--- src/rtl/nbl_pkg.sv ---
`timescale 1ns/1ps
package nbl_pkg;
  localparam int OFF_W = 32;

  typedef enum logic [1:0] {
    OP_CMD  = 2'd0,
    OP_ADDR = 2'd1,
    OP_XFER = 2'd2
  } nbl_op_e;

  localparam logic [7:0] NCMD_RESET = 8'hFF;
  localparam logic [7:0] NCMD_SPARE = 8'h50;
  localparam logic [7:0] NCMD_MAIN  = 8'h00;
  localparam logic [7:0] GOOD_MARK  = 8'hFF;

  // Byte sent in address cycle idx for a flash byte offset.
  function automatic logic [7:0] addr_cycle(input logic [OFF_W-1:0] off,
                                            input logic [1:0] idx);
    logic [OFF_W:0] ext;
    ext = {1'b0, off};
    case (idx)
      2'd0:    return ext[7:0];
      2'd1:    return ext[16:9];
      2'd2:    return ext[24:17];
      default: return ext[32:25];
    endcase
  endfunction

  function automatic logic [OFF_W:0] take_page(input logic [OFF_W:0] remain,
                                               input logic [OFF_W-1:0] pbytes);
    return remain - {1'b0, pbytes};
  endfunction

  function automatic logic more_left(input logic [OFF_W:0] remain);
    return !remain[OFF_W] && (remain != '0);
  endfunction
endpackage

--- src/rtl/nbl_offset_tracker.sv ---
`timescale 1ns/1ps
module nbl_offset_tracker
  import nbl_pkg::*;
(
  input  logic             clk,
  input  logic             rst_n,
  input  logic             init,
  input  logic             page_step,
  input  logic             blk_step,
  input  logic [OFF_W-1:0] page_bytes,
  input  logic [OFF_W-1:0] block_bytes,
  input  logic [OFF_W-1:0] image_bytes,
  input  logic [OFF_W-1:0] dest_base,
  output logic [OFF_W-1:0] cur_off,
  output logic [OFF_W-1:0] dst_page,
  output logic             more_image,
  output logic             page_room
);
  logic [OFF_W-1:0] blk_off, pg_off;
  logic [OFF_W:0]   remain;

  always_ff @(posedge clk) begin
    if (!rst_n) begin
      blk_off  <= '0;
      pg_off   <= '0;
      dst_page <= '0;
      remain   <= '0;
    end else if (init) begin
      blk_off  <= '0;
      pg_off   <= '0;
      dst_page <= dest_base;
      remain   <= {1'b0, image_bytes};
    end else begin
      if (page_step) begin
        pg_off   <= pg_off + page_bytes;
        dst_page <= dst_page + page_bytes;
        remain   <= take_page(remain, page_bytes);
      end
      if (blk_step) begin
        blk_off <= blk_off + block_bytes;
        pg_off  <= '0;
      end
    end
  end

  assign cur_off    = blk_off + pg_off;
  assign more_image = more_left(remain);
  assign page_room  = pg_off < block_bytes;
endmodule

--- src/rtl/nbl_copy_engine.sv ---
`timescale 1ns/1ps
module nbl_copy_engine #(
  parameter int WORDS  = 128,
  parameter int DATA_W = 32,
  parameter int IDX_W  = $clog2(WORDS)
) (
  input  logic              clk,
  input  logic              rst_n,
  input  logic              go,
  input  logic [31:0]       dst_page,
  input  logic [DATA_W-1:0] rd_data,
  output logic [IDX_W-1:0]  rd_word,
  output logic              wr_en,
  output logic [31:0]       wr_addr,
  output logic [DATA_W-1:0] wr_data,
  output logic              last_wr
);
  localparam int                 WORD_BYTES = DATA_W / 8;
  localparam logic [IDX_W-1:0]   LAST_IDX   = IDX_W'(WORDS - 1);

  logic             active, pend;
  logic [IDX_W-1:0] idx, wr_idx;

  always_ff @(posedge clk) begin
    if (!rst_n) begin
      active <= 1'b0;
      idx    <= '0;
      pend   <= 1'b0;
      wr_idx <= '0;
    end else begin
      pend   <= active;
      wr_idx <= idx;
      if (go) begin
        active <= 1'b1;
        idx    <= '0;
      end else if (active) begin
        idx <= idx + 1'b1;
        if (idx == LAST_IDX) active <= 1'b0;
      end
    end
  end

  assign rd_word = idx;
  assign wr_en   = pend;
  assign wr_addr = dst_page + ({{(32-IDX_W){1'b0}}, wr_idx} * 32'(WORD_BYTES));
  assign wr_data = rd_data;
  assign last_wr = pend && (wr_idx == LAST_IDX);
endmodule

--- src/rtl/nbl_ctrl_fsm.sv ---
`timescale 1ns/1ps
module nbl_ctrl_fsm
  import nbl_pkg::*;
#(
  parameter int CNT_W = 16
) (
  input  logic             clk,
  input  logic             rst_n,
  input  logic             start,
  input  logic             op_done,
  input  logic [7:0]       spare_lo,
  input  logic             copy_last,
  input  logic             more_image,
  input  logic             page_room,
  input  logic [OFF_W-1:0] cur_off,
  output logic             op_req,
  output nbl_op_e          op_kind,
  output logic [7:0]       op_byte,
  output logic             op_spare,
  output logic             spare_rd,
  output logic             copy_go,
  output logic             page_step,
  output logic             blk_step,
  output logic             init,
  output logic             done,
  output logic             blk_bad_ev,
  output logic [CNT_W-1:0] bad_count
);
  typedef enum logic [3:0] {
    S_IDLE, S_RST, S_SP_CMD, S_SP_ADR, S_SP_XFR, S_SP_RD, S_SP_CHK,
    S_PG_CMD, S_PG_ADR, S_PG_XFR, S_COPY, S_DECIDE, S_DONE
  } st_e;

  st_e        st, st_n;
  logic [1:0] acyc;
  logic       ack;

  assign ack = op_req && op_done;

  always_comb begin
    op_req   = 1'b0;
    op_kind  = OP_CMD;
    op_byte  = 8'h00;
    op_spare = 1'b0;
    unique case (st)
      S_RST:    begin op_req = 1'b1; op_byte = NCMD_RESET; end
      S_SP_CMD: begin op_req = 1'b1; op_byte = NCMD_SPARE; end
      S_PG_CMD: begin op_req = 1'b1; op_byte = NCMD_MAIN;  end
      S_SP_ADR, S_PG_ADR: begin
        op_req  = 1'b1;
        op_kind = OP_ADDR;
        op_byte = addr_cycle(cur_off, acyc);
      end
      S_SP_XFR: begin op_req = 1'b1; op_kind = OP_XFER; op_spare = 1'b1; end
      S_PG_XFR: begin op_req = 1'b1; op_kind = OP_XFER; end
      default: ;
    endcase
  end

  assign init       = start && (st == S_IDLE || st == S_DONE);
  assign blk_bad_ev = (st == S_SP_CHK) && (spare_lo != GOOD_MARK);
  assign page_step  = (st == S_COPY) && copy_last;
  assign blk_step   = blk_bad_ev || (st == S_DECIDE && more_image && !page_room);
  assign copy_go    = (st == S_PG_XFR) && ack;
  assign spare_rd   = (st == S_SP_RD);
  assign done       = (st == S_DONE);

  always_comb begin
    st_n = st;
    unique case (st)
      S_IDLE, S_DONE: if (start) st_n = S_RST;
      S_RST:    if (ack) st_n = S_SP_CMD;
      S_SP_CMD: if (ack) st_n = S_SP_ADR;
      S_SP_ADR: if (ack && acyc == 2'd3) st_n = S_SP_XFR;
      S_SP_XFR: if (ack) st_n = S_SP_RD;
      S_SP_RD:  st_n = S_SP_CHK;
      S_SP_CHK: st_n = blk_bad_ev ? S_SP_CMD : S_PG_CMD;
      S_PG_CMD: if (ack) st_n = S_PG_ADR;
      S_PG_ADR: if (ack && acyc == 2'd3) st_n = S_PG_XFR;
      S_PG_XFR: if (ack) st_n = S_COPY;
      S_COPY:   if (copy_last) st_n = S_DECIDE;
      S_DECIDE: begin
        if (!more_image)    st_n = S_DONE;
        else if (page_room) st_n = S_PG_CMD;
        else                st_n = S_SP_CMD;
      end
      default:  st_n = S_IDLE;
    endcase
  end

  always_ff @(posedge clk) begin
    if (!rst_n) begin
      st        <= S_IDLE;
      acyc      <= 2'd0;
      bad_count <= '0;
    end else begin
      st <= st_n;
      if (ack && (st == S_SP_ADR || st == S_PG_ADR)) acyc <= acyc + 2'd1;
      if (init)            bad_count <= '0;
      else if (blk_bad_ev) bad_count <= bad_count + 1'b1;
    end
  end
endmodule

--- src/rtl/nand_boot_loader.sv ---
`timescale 1ns/1ps
module nand_boot_loader
  import nbl_pkg::*;
#(
  parameter int DATA_W     = 32,
  parameter int COPY_BYTES = 512,
  parameter int CNT_W      = 16,
  parameter int SMALL_PAGE = 512,
  parameter int LARGE_PAGE = 2048,
  parameter int MARK_BYTE  = 4,
  localparam int WORDS     = COPY_BYTES / (DATA_W / 8),
  localparam int IDX_W     = $clog2(WORDS)
) (
  input  logic              clk,
  input  logic              rst_n,
  input  logic              start,
  input  logic              page_large,
  input  logic [31:0]       block_bytes,
  input  logic [31:0]       image_bytes,
  input  logic [31:0]       dest_base,
  output logic              op_req,
  output logic [1:0]        op_kind,
  output logic [7:0]        op_byte,
  output logic              op_spare,
  input  logic              op_done,
  output logic              buf_spare,
  output logic [IDX_W-1:0]  buf_word,
  input  logic [DATA_W-1:0] buf_rdata,
  output logic              dst_we,
  output logic [31:0]       dst_addr,
  output logic [DATA_W-1:0] dst_data,
  output logic              done,
  output logic [CNT_W-1:0]  bad_blocks
);
  localparam logic [IDX_W-1:0] MARK_WORD = IDX_W'(MARK_BYTE / (DATA_W / 8));

  logic [31:0]      page_bytes, cur_off, dst_page;
  logic             more_image, page_room;
  logic             spare_rd, copy_go, page_step, blk_step, init;
  logic             blk_bad_ev, page_end_ev;
  logic [IDX_W-1:0] copy_word;
  nbl_op_e          kind_e;

  assign page_bytes = page_large ? 32'(LARGE_PAGE) : 32'(SMALL_PAGE);

  nbl_ctrl_fsm #(.CNT_W(CNT_W)) u_fsm (
    .clk(clk), .rst_n(rst_n), .start(start), .op_done(op_done),
    .spare_lo(buf_rdata[7:0]), .copy_last(page_end_ev),
    .more_image(more_image), .page_room(page_room), .cur_off(cur_off),
    .op_req(op_req), .op_kind(kind_e), .op_byte(op_byte), .op_spare(op_spare),
    .spare_rd(spare_rd), .copy_go(copy_go), .page_step(page_step),
    .blk_step(blk_step), .init(init), .done(done),
    .blk_bad_ev(blk_bad_ev), .bad_count(bad_blocks)
  );

  nbl_offset_tracker u_trk (
    .clk(clk), .rst_n(rst_n), .init(init), .page_step(page_step),
    .blk_step(blk_step), .page_bytes(page_bytes), .block_bytes(block_bytes),
    .image_bytes(image_bytes), .dest_base(dest_base), .cur_off(cur_off),
    .dst_page(dst_page), .more_image(more_image), .page_room(page_room)
  );

  nbl_copy_engine #(.WORDS(WORDS), .DATA_W(DATA_W), .IDX_W(IDX_W)) u_copy (
    .clk(clk), .rst_n(rst_n), .go(copy_go), .dst_page(dst_page),
    .rd_data(buf_rdata), .rd_word(copy_word), .wr_en(dst_we),
    .wr_addr(dst_addr), .wr_data(dst_data), .last_wr(page_end_ev)
  );

  assign op_kind   = kind_e;
  assign buf_spare = spare_rd;
  assign buf_word  = spare_rd ? MARK_WORD : copy_word;
endmodule

--- config.mk ---
export PLATFORM = sky130hd
export DESIGN_NAME = nand_boot_loader
export DESIGN_NICKNAME = d
export VERILOG_FILES = /design/src/rtl/nbl_pkg.sv /design/src/rtl/nbl_offset_tracker.sv /design/src/rtl/nbl_copy_engine.sv /design/src/rtl/nbl_ctrl_fsm.sv /design/src/rtl/nand_boot_loader.sv
export SDC_FILE = /design/constraint.sdc
export NUM_CORES = 1
export LEC_CHECK = 0
export ABC_CLOCK_PERIOD_IN_PS = 5150
export BUFFER_PORTS_ARGS = -buffer_cell sky130_fd_sc_hd__buf_4
export CAP_MARGIN = 20
export CORE_UTILIZATION = 40
export CTS_BUF_LIST = sky130_fd_sc_hd__clkbuf_8
export DETAILED_ROUTE_END_ITERATION = 7
export PLACE_DENSITY = 0.59
export SYNTH_ARGS = -nofsm -noshare
export SYNTH_HDL_FRONTEND = slang
export SYNTH_SLANG_ARGS = --single-unit
export TNS_END_PERCENT = 100
--- constraint.sdc ---
create_clock -name clk -period 5.15 [get_ports clk]
set_clock_uncertainty 0.1 [all_clocks]
set_input_delay 1.03 -clock clk [delete_from_list [all_inputs] [get_ports clk]]
set_output_delay 1.03 -clock clk [all_outputs]
set_load 0.03 [all_outputs]
# Word level (Yosys, flattened, before mapping)

Cells that the tools add are included.
W data, S select, Z words.

Register bits: 167
Input port bits: 133

Order comparisons: 1
Bitwise logic cells: 1
Reduce and logical (&&, ||, !) cells: 28
Add/sub/neg operators: 9
Multiplexer cells: 27
Eq/ne operators: 27

Operators with widths:

| kind                    | number |
|---|---|
| $mux W32                | 4 |
| $add A32 B12 Y32        | 2 |
| $add A32 B32 Y32        | 2 |
| $pmux W4 S12            | 1 |
| $pmux W8 S3             | 2 |
| $mux W4                 | 10 |
| $reduce_bool A33 Y1     | 1 |
| $sub A33 B12 Y33        | 1 |
| $add A32 B9 Y32         | 1 |
| $lt A32 B32 Y1          | 1 |
| $eq A4 B4 Y1 const B    | 5 |
| $add A16 B1 Y16 const B | 1 |
| $eq A4 B3 Y1 const B    | 4 |
| $ne A2 B1 Y1 const B    | 8 |
| $eq A7 B7 Y1 const B    | 2 |
| $mux W12                | 1 |
| $logic_and A1 B1 Y1     | 11 |
| $reduce_or A2 Y1        | 5 |
| $reduce_and A9 Y1       | 1 |
| $eq A4 B2 Y1 const B    | 2 |
| $ne A8 B8 Y1 const B    | 1 |
| $add A7 B1 Y7 const B   | 1 |
| $mux W7                 | 1 |
| $reduce_or A7 Y1        | 1 |
| other kinds (15)        | 24 |

# Logic depth before layout (Yosys ltp)

Gate-level depths: netlist of run 1.

Word-level depth: 7
Gate-level depth with buffers: 13

# By module

A second synthesis of run 1 with hierarchy kept.

Cells, all modules: 2194
Area total of the unflattened synthesis: 16918.7 um^2

Modules (own cells, without submodules):

| module             | seq. area each (um^2) | cells an instance | area each (um^2) | instances |
|---|---|---|---|---|
| nbl_offset_tracker | 2582.5                | 1771              | 13578.0          | 1 |
| nbl_ctrl_fsm       | 440.4                 | 219               | 1682.9           | 1 |
| nbl_copy_engine    | 320.3                 | 195               | 1591.5           | 1 |
| nand_boot_loader   | 0.0                   | 9                 | 66.3             | 1 |

# Least setup slack after synthesis of run 1

No wires, ideal clock.

Path type: reg-to-output
Start: register u_trk.pg_off[9]
End: output op_byte[6]
Data required time: 4020 ps
Arrival time: 3194 ps
Setup slack: 826 ps
Cell stages (with the launch flop): 13
Cells stage by stage: dfxtp_1 -> ha_1 -> inv_1 -> fa_1 -> nor2b_1 -> o31a_1 -> or4_1 -> nand4_1 -> a21oi_1 -> a211oi_1 -> a21oi_1 -> xnor2_1 -> a311oi_1

Longest elaborated chain between the ends: 3

Ends and longest elaborated chain:

| item                   | RTL line                 | text |
|---|---|---|
| start, declared        | nbl_offset_tracker.sv:19 | `logic [OFF_W-1:0] blk_off, pg_off;` |
| start signal, assigned | nbl_offset_tracker.sv:35 | `pg_off <= pg_off + page_bytes;` |
| $add A32 B32 Y32       | nbl_offset_tracker.sv:46 | `assign cur_off = blk_off + pg_off;` |
| $pmux W8 S3            | nbl_pkg.sv:21            | `case (idx)` |
| $pmux W8 S3            | nbl_ctrl_fsm.sv:45       | `unique case (st)` |
| end, declared          | nand_boot_loader.sv:23   | `output logic [7:0] op_byte,` |

Every way passes these cells.

# Worst setup path in the final report of run 1

Ends and elaborated chain as after synthesis.

==> results.md, run 1 <==
- The flow ran to the end, and the final reports show no timing, DRC or antenna violations.
- By area the synthesized netlist is led by dfxtp_1 (28%), ha_1 (11%), nor2_1 (6.3%), xnor2_1 (5.6%), xor2_1 (5.2%).
- After the flow finishes, the layout carries non-filler instances totaling between 1500 and 2000.
- Summed over its instances, the top area cell type makes up between 20% and 30% of the synthesized netlist area.
- Compared with the post-synthesis result, the final layout area differs by 15.80%.
- In this run, the number of DRC markers left after iteration 0 of detailed routing was 648.
- The number of placed instances, taps included, is 1938.
- The Yosys step of the flow raised 0 warnings.
- The total number of nets in the final design is 1818.
- The final worst setup slack is 232.6 ps.
- Once the floorplan was initialized, standard cells occupied 40.97% of the core.
- The endpoint identified for the worst register-to-register timing path is u_trk.blk_off[27].
- The cell area that synthesis handed to floorplanning was around 11000 µm².
- The synthesized design contains 0 enable-type register cells.
- The number of nets in the synthesized netlist is between 1500 and 2000.
- In this run, CTS created clock tree buffers numbering 17.
- Walking the worst path, the cells encountered are ha_1 > inv_1 > fa_1 > nor2b_1 > o31a_1 > or4_1 > nand4_1 > a21oi_1 > a211oi_1 > a21oi_1 > xnor2_1 > a311oi_1 > buf_4.
- The hold-critical path depth is 2.
- The maximum count of clock buffers along a single path is 2.
- around 240 I/O pins were placed.
- In the layout the commonest cells are buf_4 (194), nor2_1 (193), dfxtp_1 (158), nand2_1 (143), ha_1 (103).
- The max-slew violation count is 0.
- Of all nets on the critical path, the largest fanout is 4.
- At the end of the flow the core is filled with cells to 47.44%.
- The die is between 150 and 200 µm wide.
- The worst register-to-register path has a depth of 10.
- The path with the worst hold slack has its endpoint at u_trk.remain[2].
- After synthesis, the share of cell area in mux cells is 2.279%.
- The post-route DRC violation count is 0.
- Counting distinct cell types in the post-synthesis netlist gives 74.
- The post-synthesis adder-cell area fraction is a little under an eighth.
- After synthesis, the largest family of logic cells by area is simple AND/OR/NAND/NOR gates.
- After detailed routing, the number of vias per cell comes to ~5.3.
- After clock tree synthesis, the setup repair step added 0 buffers.
- Adding up every negative setup slack in the final design gives 0 ps.
- Summed over all nets, the half-perimeter wirelength after detailed placement is 25.04 mm.
- The die height is ~170 µm.
- The via count is 10480.
- At the pin with the least slew margin, the transition time is around 740 ps.
- Setup repair after global routing left no endpoint under its margin.
- Of all flip-flops after synthesis, the portion carrying an async set or reset was 0%.
- Dividing the detail-routed wire length by the instance count gives about 16 µm.
- The class of the tightest hold or removal check is flop to flop.
- The required time at the endpoint of the critical path is between 4000 and 5000 ps.
- The reg-to-reg startpoint is u_trk.blk_off[10].
- The post-route fraction of the period consumed by the critical path is 95.48%.
- The first detailed-routing pass took 5 iterations.
- The final hold violation count is 0.
- The total wire length after detailed routing is around 33 mm.
- The via count of the first global-routing pass is 9398.
- Once detail routing completed, the nets flagged for antenna violations numbered 0.
- Summing the areas of all compound-gate instances in the mapped netlist gives about 18% of the synthesized area.
- The floorplan step defined a core boundary enclosing 28010 µm².
- The most repeated library cell on the critical path is a21oi_1.
- The clock input transition at the sequential cells of the worst setup and hold paths is roughly 120 ps.
- The number of levels in the clock H-tree is 4.
- Summing the areas of all and, or, nand and nor instances in the mapped netlist gives 22.37% of the synthesized area.
- The number of filler instances in the final layout is ~2800.
- The number of port buffers is about 190.
- After global routing the overflow that remains totals 0.
- Setup violations remaining at the end of the flow were counted as 0.
- The ratio of total power to cell area is about 300 nW/µm².
- The CTS root buffer is clkbuf_8.
- Summing the areas of all xor and xnor instances in the mapped netlist gives a little over a tenth of the synthesized area.
- Row generation in the floorplan step produced 61 rows.
- Leaving out fill and tap cells, the most frequent cell in the layout is buf_4.
- For this run, the register share of the synthesized area comes to about 28%.
- The congestion estimate from routability-driven global placement came to approximately 0.87.
- The clock tree from TritonCTS is built.
- The worst setup path is captured at a primary output.
- The synthesized instance count is between 1000 and 1500.
- The clock latency of the later-clocked register in the worst-skew pair is around 480 ps.
- Entering global routing, the biggest net connects between 60 and 70 pins.
- The worst-case IR drop observed on VDD is 0.1718 mV.
- CTS saw approximately 160 sinks.
- Data on the critical path arrives at its endpoint at between 3000 and 4000 ps.
- The worst setup path is launched from a flop.
- The worst path needs 4917 ps of the cycle, external delays included.
- The average instance in the mapped netlist occupies just under 8 µm².
- The number of antenna violations at the first check in global routing came to 0.
- The analysis attributes to cell leakage a power of roughly 5.7 nW.
- Max-cap violations in this run came to 0.
- The share of cells above drive strength 1 is 15.39%.
- The die area is just under 30000 µm².
- The most instantiated flip-flop cell in the synthesis netlist is dfxtp_1.
- The wire length of the first global-routing pass is roughly 50 mm.
- The register-to-register setup slack is roughly 1700 ps.
- The achievable frequency is between 0.2 and 0.25 GHz.
- The launch point of the worst hold path is u_trk.remain[2].
- The global-route total usage across every layer is 21.64%.
- The largest total area in the synthesized netlist belongs to dfxtp_1.
- The post-place setup slack is a little over 700 ps.
- Overall power consumption after layout is estimated at roughly 0.0040 W.
- The critical path's largest stage delay is approximately 570 ps.
- The normalized max-slew margin is 50.18%.
- The cell at the slowest stage of the critical path is or4_1.
- The type of the setup path with the least slack is flop to primary output.
- The flop and latch count out of synthesis is around 160.
stage by stage:
step                      area [µm²]  hold WS [ps]
after floorplan                11470         336.0
after global placement         12900         345.0
after detailed placement       12900         349.4
after CTS                      13280         361.8
after global routing           13290         385.0
final                          13290         359.2
flip-flops by register name, indices dropped and copies added (netlist names), 2 cells and up:
name and count:
u_copy.wr_idx 7, u_trk.dst_page 32, u_trk.remain 33, u_fsm.acyc 2, u_trk.pg_off 23, u_fsm.bad_count 16, u_fsm.st 4, u_trk.blk_off 32
u_copy.rd_word 7
logic make-up (layout without fill, tap and decap cells):
logic type / after synthesis / after routing
XOR/XNOR: 142 / 142
other: 0 / 1
flip-flops: 158 / 158
AND/OR/NAND/NOR: 548 / 548
multiplexers: 26 / 26
AO/OA/AOI/OAI: 317 / 317
adder cells (fa/ha/maj): 106 / 106
buffers and inverters: 162 / 295
routing by layer:
metal | vias to the layer above | part of all wire (%) | wire [µm] | GRT usage [%]
li1 | 5353 | - | - | -
met3 | 24 | 4.9 | 1595 | 3.843
met5 | - | 0 | 0 | 0
met4 | 0 | 1.2 | 374 | 4.697
met2 | 263 | 44 | 14430 | 34.22
met1 | 4838 | 50 | 16120 | 30.47
worst max path at each step:
stage                    startpoint         end  cells past startpoint
finish              u_trk.pg_off[9]  op_byte[6]                     13
global route        u_trk.pg_off[9]  op_byte[6]                     13
CTS                 u_trk.pg_off[9]  op_byte[6]                     12
detailed placement  u_trk.pg_off[9]  op_byte[6]                     12
global placement    u_trk.pg_off[9]  op_byte[6]                     12
floorplan           u_trk.pg_off[9]  op_byte[6]                     12
what timing repair did:
action / 4_1_cts / 5_1_grt
setup endpoints to repair: 0 / 2
gates resized for setup: 0 / 1
hold buffers: 0 / 0
final cells by class:
type | instances | area [µm²] | area share, %
multi-input combinational | 1139 | 7557 | 56.87
timing repair buffer | 194 | 1456 | 10.96
clock inverter | 15 | 142.6 | 1.073
sequential | 158 | 3163 | 23.80
clock buffer | 17 | 234.0 | 1.761
tap | 378 | 473.0 | 3.559
inverter | 69 | 259.0 | 1.949
antenna | 1 | 2.502 | 0.01883
synthesized netlist by cell type, types with 5 or more instances:
cell type and number:
nor2b_1 12, nand2b_1 8, buf_1 6, nor4_1 9
or3_1 15, a211oi_1 49, xnor2_1 74, o211ai_1 14
a21o_1 28, xor2_1 68, clkbuf_1 43, a311oi_1 11
a31oi_1 10, ha_1 103, a211o_1 6, dfxtp_1 158
a221oi_1 8, o21ai_0 47, and3_1 18, nand2_1 145
a21oi_1 91, nor2_1 193, buf_4 36, a221o_1 5
inv_1 67, nand3_1 39, buf_2 5, o21a_1 11
nand4_1 32, and2_1 20, mux2i_1 25, nor3_1 30
worst max-delay path, delay by kind of cell (launching register included):
family	cells	cell delay [ps]
flops	1	360
xor+xnor	1	130
fa+ha+maj	2	450
buf+inv	2	320
simple gates	3	790
compound gates	5	1240
where the power goes:
group	internal, W	switching [W]	total, W
clock network	0.000360	0.000573	0.000933
logic	0.000557	0.000915	0.00147
registers	0.00137	0.000198	0.00157
Note: power is estimated with default switching activity, not from simulation.
==> run 2, diff against run 1 <==
--- a/config.mk
+++ b/config.mk
@@ -12,7 +12,9 @@
 export CTS_BUF_LIST = sky130_fd_sc_hd__clkbuf_8
 export DETAILED_ROUTE_END_ITERATION = 7
 export PLACE_DENSITY = 0.59
+export REMOVE_ABC_BUFFERS = 1
+export SLEW_MARGIN = 20
 export SYNTH_ARGS = -nofsm -noshare
 export SYNTH_HDL_FRONTEND = slang
 export SYNTH_SLANG_ARGS = --single-unit
-export TNS_END_PERCENT = 100
+export TNS_END_PERCENT = 30
==> run 2 against run 1 <==
- register-to-register slack worse by 20 ps
- worst hold slack better by 5.9 ps
- non-clock buffer count unchanged
- clock power up 4.4%
- cell area up 0.16%
- worst setup slack better by 68 ps
- maximum frequency up 1.4%
- total power up 1.2%
- critical path type unchanged
- sequential power about the same
- highest routed layer unchanged
- first-iteration DRC count up 9.4%
==> results.md, run 2 (same netlist as run 1, synthesis figures left out) <==
- The run finished with clean final reports.
- The final worst setup slack is between 300 and 400 ps.
- The horizontal die dimension is 171.4 µm.
- Setup repair after global routing left no endpoint under its margin.
- The sequential cell area is roughly 3200 µm².
- The startpoint identified for the worst hold timing path is u_trk.dst_page[6].
- In this run, the clock network consumes between 20 and 25% of the power.
- For this run, design rule violations remaining after detail routing come to 0.
- The count of nets left with antenna violations once routing finished came out at 0.
- The final sum of negative setup slack is 0 ps.
- The type of the setup path with the least slack is flop to primary output.
- Dividing total power by cell area gives a power density of 302.0 nW/µm².
- Max-cap violations in this run came to 0.
- STA puts the critical path data required time at ~4000 ps.
- The die height is between 150 and 200 µm.
- The per-cell routed wire length is 16.65 µm.
- For the pin with the worst max-slew slack, the measured transition is 1119 ps.
- The flip-flop count of the largest register, all copies and words added is 33.
- The standard-cell row count is just over 60.
- Headroom to the max-slew limit came out at roughly 25%.
- The total wire length after detailed routing is 32.80 mm.
- In this run, CTS created clock tree buffers numbering 17.
- The number of filler instances in the final layout is 2877.
- The I/O pin total is between 200 and 250.
- Entering global routing, the biggest net connects 105 pins.
- The leakage power is between 5 and 6 nW.
- The register with the most flip-flops is u_trk.remain.
- The element type at the critical path start is a flop.
- The worst setup path is captured at a primary output.
- The DRC violation total after the first TritonRoute iteration is 709.
- Along the worst path, the maximum fanout reaches 5.
- The commonest non-fill, non-tap cell in the layout is buf_4.
- Dividing the detail-routed via count by the number of cells gives between 5 and 6.
- The maximum count of clock buffers along a single path is 2.
- The number of clock sinks is 158.
- The shortest clock period the worst path allows after layout is 4849 ps.
- The final hold violation count was 0.
- Clock-pin slew was measured on the worst setup and hold paths at 110 ps.
- In this run the worst hold path is classified as flop to flop.
- The core region is around 28000 µm².
- For this run, the detailed router's first-pass iteration total came to 4.
- The via count of the first global-routing pass is about 9900.
- The via count is roughly 11000.
- The H-tree was split into 4 levels.
- Across the VDD grid, the largest voltage drop is 0.2341 mV.
- The switching part of the total is a little over two fifths.
- Clock latency on the worst-skew pair, taken at its later pin, is 470 ps.
- After clock tree synthesis, the flow added hold-fix buffers numbering 0.
- The power spent charging and discharging nets is ~0.0017 W.
- The number of antenna violations at the first check in global routing came to 0.
- The worst-case hold slack is 365.1 ps.
- The net count of the finished layout is about 1800.
- 0 antenna diodes ended up in the layout.
- Post-CTS repair changed the size of 0 cells.
- The achievable frequency is roughly 0.21 GHz.
- The most critical setup path has its startpoint at u_trk.pg_off[9].
- The die area is between 20000 and 30000 µm².
- The number of failing setup endpoints in the final timing report is 0.
- The first global-routing pass estimated slightly above 50 mm of wire.
- The share of cells above drive strength 1 is 15.33%.
- The max-slew violation count is 0.
- The library cells used most frequently in the layout, excluding fill and tap cells, are buf_4 (194), nor2_1 (193), dfxtp_1 (158), nand2_1 (143), ha_1 (103).
- From synthesis to final layout, the design area changed by 15.99%.
- CTS placed an instance of clkbuf_8 at the clock tree root.
- Sequential cells burn 38.9% of the power.
- The final weighted congestion in routability-driven placement is a little under 0.9.
- OpenSTA, run right after detailed placement, puts the worst setup slack at roughly 850 ps.
- TritonCTS built the clock tree.
- In the final layout, the registers with the most flip-flops are u_trk.remain: 33 flops, u_trk.blk_off: 32 flops, u_trk.dst_page: 32 flops.
- The total global routing overflow is 0.
- The post-route fraction of the period consumed by the critical path is a little over nine tenths.
- The number of port buffers is ~190.
- The proportion of power drawn by combinational gates is between 30 and 40%.
- Cell internal power was estimated by the tool at between 0.002 and 0.0025 W.
- The multi-input combinational cells in the finished layout cover a total of roughly 7500 µm².
- The effective utilization at floorplan is 40.97%.
- Global routing consumed, over all layers together, between 20 and 25% of the routing resources.
- The worst register-to-register path begins at u_fsm.st[2].
- For the worst setup path, the data arrival time is ~3700 ps.
- The post-CTS repair timing setup buffer count is 0.
- The HPWL after detailed placement is about 25 mm.
[run 2: cell count changes in the layout (fill, tap and decap cells not counted)]
| cell | before | now |
|---|---|---|
| a41oi_2 | 1 | 0 |
| diode_2 | 1 | 0 |
| a41oi_1 | 1 | 2 |
| clkinv_4 | 1 | 3 |
| clkinv_2 | 2 | 0 |
| inv_6 | 5 | 0 |
| clkinv_8 | 1 | 4 |
| clkinvlp_4 | 1 | 2 |
| inv_8 | 5 | 6 |
[run 2: power groups by stage]
stage                     sequential, W  clock (W)  combinational (W)
after floorplan                 0.00154          0           0.000964
after global placement          0.00158          0            0.00148
after detailed placement        0.00158          0            0.00149
after CTS                       0.00156    0.00101            0.00149
after global routing            0.00158    0.00106            0.00162
final                           0.00156   0.000974            0.00148
[run 2: area by class of cell]
cell class | count | area share, %
clock buffers | 17 | 1.758
clock inverters | 15 | 1.307
inverters | 69 | 1.946
multi-input cells | 1139 | 56.73
flip-flops and latches | 158 | 23.77
well taps | 378 | 3.554
repair buffers | 194 | 10.94
[run 2: per-layer routing]
layer	vias up	track usage [%]	part of all wire [%]
met3	24	4.441	4.6
met4	0	4.542	1.1
met2	257	36.32	45
met1	4906	30.21	49
met5	-	0	0
li1	5351	-	-
[run 2: path summary, 6_finish.rpt]
kind	endpoint	slack, ps	cells past startpoint
worst min-delay path	u_trk.dst_page[6]	370	2
worst max register to register	u_trk.dst_page[26]	1700	10
worst min register to register	u_trk.dst_page[6]	370	2
worst max-delay path	op_byte[6]	300	12
[run 2: critical path: stages, from the launching register on]
cell and delay, ps:
dfxtp_1 370, ha_1 240, inv_1 70, fa_1 200, nor2b_1 60, o31a_1 260, or4_1 550, a41oi_1 480
o211ai_1 170, xor2_1 170, a221oi_1 360, a311oi_1 100, buf_4 220
[run 2: per-stage QoR]
stage | utilization [%] | total power (W) | cell area (µm²) | cells
after detailed placement | 46.06 | 0.003069 | 12900 | 1938
after global placement | 46.06 | 0.003058 | 12900 | 1938
final | 47.51 | 0.004020 | 13310 | 1970
after CTS | 47.51 | 0.004055 | 13310 | 1970
after global routing | 47.51 | 0.004260 | 13310 | 1970
after floorplan | - | 0.002508 | 10950 | 1366
==> run 3, diff against run 2 <==
--- a/config.mk
+++ b/config.mk
@@ -8,10 +8,10 @@
 export ABC_CLOCK_PERIOD_IN_PS = 5150
 export BUFFER_PORTS_ARGS = -buffer_cell sky130_fd_sc_hd__buf_4
 export CAP_MARGIN = 20
-export CORE_UTILIZATION = 40
+export CORE_UTILIZATION = 62
 export CTS_BUF_LIST = sky130_fd_sc_hd__clkbuf_8
 export DETAILED_ROUTE_END_ITERATION = 7
-export PLACE_DENSITY = 0.59
+export PLACE_DENSITY = 0.87
 export REMOVE_ABC_BUFFERS = 1
 export SLEW_MARGIN = 20
 export SYNTH_ARGS = -nofsm -noshare
==> run 3 against run 2 <==
- flip-flop and latch count stayed put
- register-to-register slack worse by 30 ps
- critical path type unchanged
- total power is 2.5% higher
==> results.md, run 3 (same netlist as run 1, synthesis figures left out) <==
- The run finished with clean final reports.
- In this run the critical register-to-register path is launched from u_trk.blk_off[10].
- The clock tree from TritonCTS is built.
- The via count of the first global-routing pass was ~10000.
- IR analysis of the VDD net gives a maximum drop of 0.2616 mV.
- 0 antenna diodes ended up in the layout.
- The critical path's largest stage delay is roughly 540 ps.
- The remaining antenna violation count is 0.
- Once the clock tree was built, the setup fixing pass inserted 0 buffers.
- The worst setup path is captured at a primary output.
- u_trk.remain holds more flip-flops than any other register.
- Counting along the longest clock path gives a buffer depth of 2.
- The family with the most delay on the worst path is compound AO/OA/AOI/OAI gates.
- Data on the critical path arrives at its endpoint at around 3800 ps.
- The endpoint of the most critical register-to-register path is u_trk.blk_off[27].
- The floorplan step defined a die boundary enclosing 19060 µm².
- The signal on the critical path passes through ha_1 > inv_1 > fa_1 > nor2b_1 > o31a_1 > or4_1 > a41oi_1 > o21ai_0 > o41ai_1 > a21oi_1 > a311oi_1 > buf_4.
- The required time at the endpoint of the critical path is 4020 ps.
- The wire length of the first global-routing pass is slightly above 50 mm.
- Buffers inserted during clock tree synthesis total 17.
- The clock input transition at the sequential cells of the worst setup and hold paths is around 100 ps.
- The average vias per placed instance is ~6.
- The register with the most flip-flops in the layout has 33 of them.
- The post-place setup slack is between 800 and 900 ps.
- For the finished layout, the period the worst path requires is a little under 5000 ps.
- The final total power is 0.004122 W.
- In this run the number of H-tree levels came out at 4.
- The launch point of the worst path is u_trk.pg_off[9].
- The post-route fraction of the period consumed by the critical path is around 95%.
- In this run the tightest slew margin relative to its limit is just under 30%.
- The via count is approximately 11000.
- The clock latency of the later-clocked register in the worst-skew pair is about 480 ps.
- The register-to-register setup slack is roughly 1700 ps.
- Once the floorplan was initialized, standard cells occupied between 60% and 70% of the core.
- The number of clock sinks is ~160.
- The library cell used most frequently in the layout, excluding fill and tap cells, is nor2_1.
- The placeable core region is 18020 µm².
- The DRC violation total after the first TritonRoute iteration is roughly 700.
- Once detailed placement completed, the half-perimeter wirelength came to ~24 mm.
- Of the cells placed in the final design, the portion with a size suffix greater than 1 is 15.16%.
- The analysis attributes to cell leakage a power of around 5.7 nW.
- The per-cell routed wire length is around 17 µm.
- The root buffer cell chosen for the clock tree is clkbuf_8.
- The die height is 138.0 µm.
- The cell count of the worst reg-to-reg path is 10.
- The finished layout holds between 1500 and 2000 standard cells, fillers aside.
- The final worst setup slack is 264.0 ps.
- The hold-critical path depth is 2.
- Setup repair after global routing left no endpoint under its margin.
- The count of TritonRoute iterations in the first routing pass is 5.
- In the layout the commonest cells are nor2_1 (193), buf_4 (192), dfxtp_1 (158), nand2_1 (144), ha_1 (103).
- The final hold violation count is 0.
- STA classifies the critical path startpoint as a flop.
- The final sum of negative setup slack is 0 ps.
- The final weighted congestion in routability-driven placement is between 0.9 and 1.
- Timing would allow up to roughly 0.20 GHz.
- The instance count after placement with tap cells included is around 1800.
- The number of buffers inserted by hold repair at cts is 0.
- In this run the worst path has a maximum fanout of 5.
- The max-slew violation count is 0.
- On the critical path, the stage with the largest delay is an instance of or4_1.
- Port buffering added between 150 and 200 buffers.
- The total number of nets in the final design is about 1800.
- The number of failing setup endpoints in the final timing report is 0.
- The post-route DRC violation count is 0.
- The hold-critical path endpoint is u_trk.dst_page[0].
- The worst hold path belongs to the class flop to flop.
- Compared with the post-synthesis result, the final layout area differs by 14.73%.
- The critical path in this run is classified as flop to primary output.
- The ratio of total power to cell area is approximately 310 nW/µm².
- Together, buffers and inverters on the worst path number 2.
- In this run the most critical hold path is launched from u_trk.dst_page[0].
- The horizontal die dimension is between 100 and 150 µm.
- The worst-margin pin slew is between 1000 and 1500 ps.
- The post-cts resize count is 0.
- Across the run, the number of max-cap violations was 0.
- The total global routing overflow is 0.
- In the final layout, the registers with the most flip-flops are u_trk.remain: 33 flops, u_trk.blk_off: 32 flops, u_trk.dst_page: 32 flops.
- The number of antenna violations at the first check in global routing was 0.
- For this run, the total global-route usage over all layers was measured as 32.17%.
- The standard-cell row count is 49.
- The maximum number of pins on one net before global-route repair is ~110.
- The I/O pin total is ~240.
- Summed over all layers, the routed wires come to ~31 mm.
run 3: cell count changes in the layout (fill, tap and decap cells not counted), moves of 2 or more:
cell        delta
buf_4          -2
bufinv_16      +4
inv_6          +5
clkinv_8       -3
clkinvlp_4     -2
inv_8          -4
run 3: worst max-delay path by stage:
stage / cells past startpoint / endpoint / slack (ps)
2_1_floorplan: 4 / u_trk.pg_off[11] / 130
3_3_place_gp: 12 / op_byte[6] / 870
3_5_place_dp: 13 / op_byte[6] / 830
4_1_cts: 13 / op_byte[6] / 290
5_1_grt: 12 / op_byte[4] / 50
6_report: 12 / op_byte[4] / 260
run 3: power by group:
group | total, W | switching, W | internal [W]
sequential | 0.00156 | 0.000196 | 0.00137
clock | 0.00109 | 0.000530 | 0.000561
combinational | 0.00147 | 0.000911 | 0.000557
run 3: metal layers:
layer / part of all wire (%) / up-vias / routed length (µm) / track usage [%]
met2: 46 / 411 / 14460 / 52.87
met3: 6.1 / 66 / 1907 / 5.438
met5: 0 / - / 0 / 0
met4: 3.0 / 0 / 935 / 13.07
met1: 44 / 5127 / 13830 / 41.84
li1: - / 5354 / - / -
run 3: layout make-up:
| type | instances | area, µm² |
|---|---|---|
| Timing Repair Buffer | 192 | 1441 |
| Tap cell | 229 | 286.5 |
| Fill cell | 1421 | 4860 |
| Inverter | 69 | 259.0 |
| Clock buffer | 18 | 247.7 |
| Clock inverter | 14 | 220.2 |
| Multi-Input combinational cell | 1139 | 7547 |
| Sequential cell | 158 | 3163 |
run 3: worst reg2reg max path, delay by kind of cell, from the launching register on:
kind / cells / cell delay (ps)
xor gates and xnor gates: 1 / 110
buffers and inverters: 1 / 90
DFF: 1 / 420
AOI/OAI and AO/OA: 7 / 2350
adders and majority gates: 1 / 320
run 3: per-stage QoR:
| step | hold slack, ps | util (%) | cell area, µm² |
|---|---|---|---|
| 6_report | 364.7 | 73.04 | 13170 |
| 5_1_grt | 387.2 | 73.04 | 13170 |
| 4_1_cts | 361.4 | 73.04 | 13170 |
| 3_5_place_dp | 347.9 | 70.44 | 12700 |
| 3_3_place_gp | 342.8 | 70.44 | 12700 |
| 2_1_floorplan | 336.0 | - | 10950 |
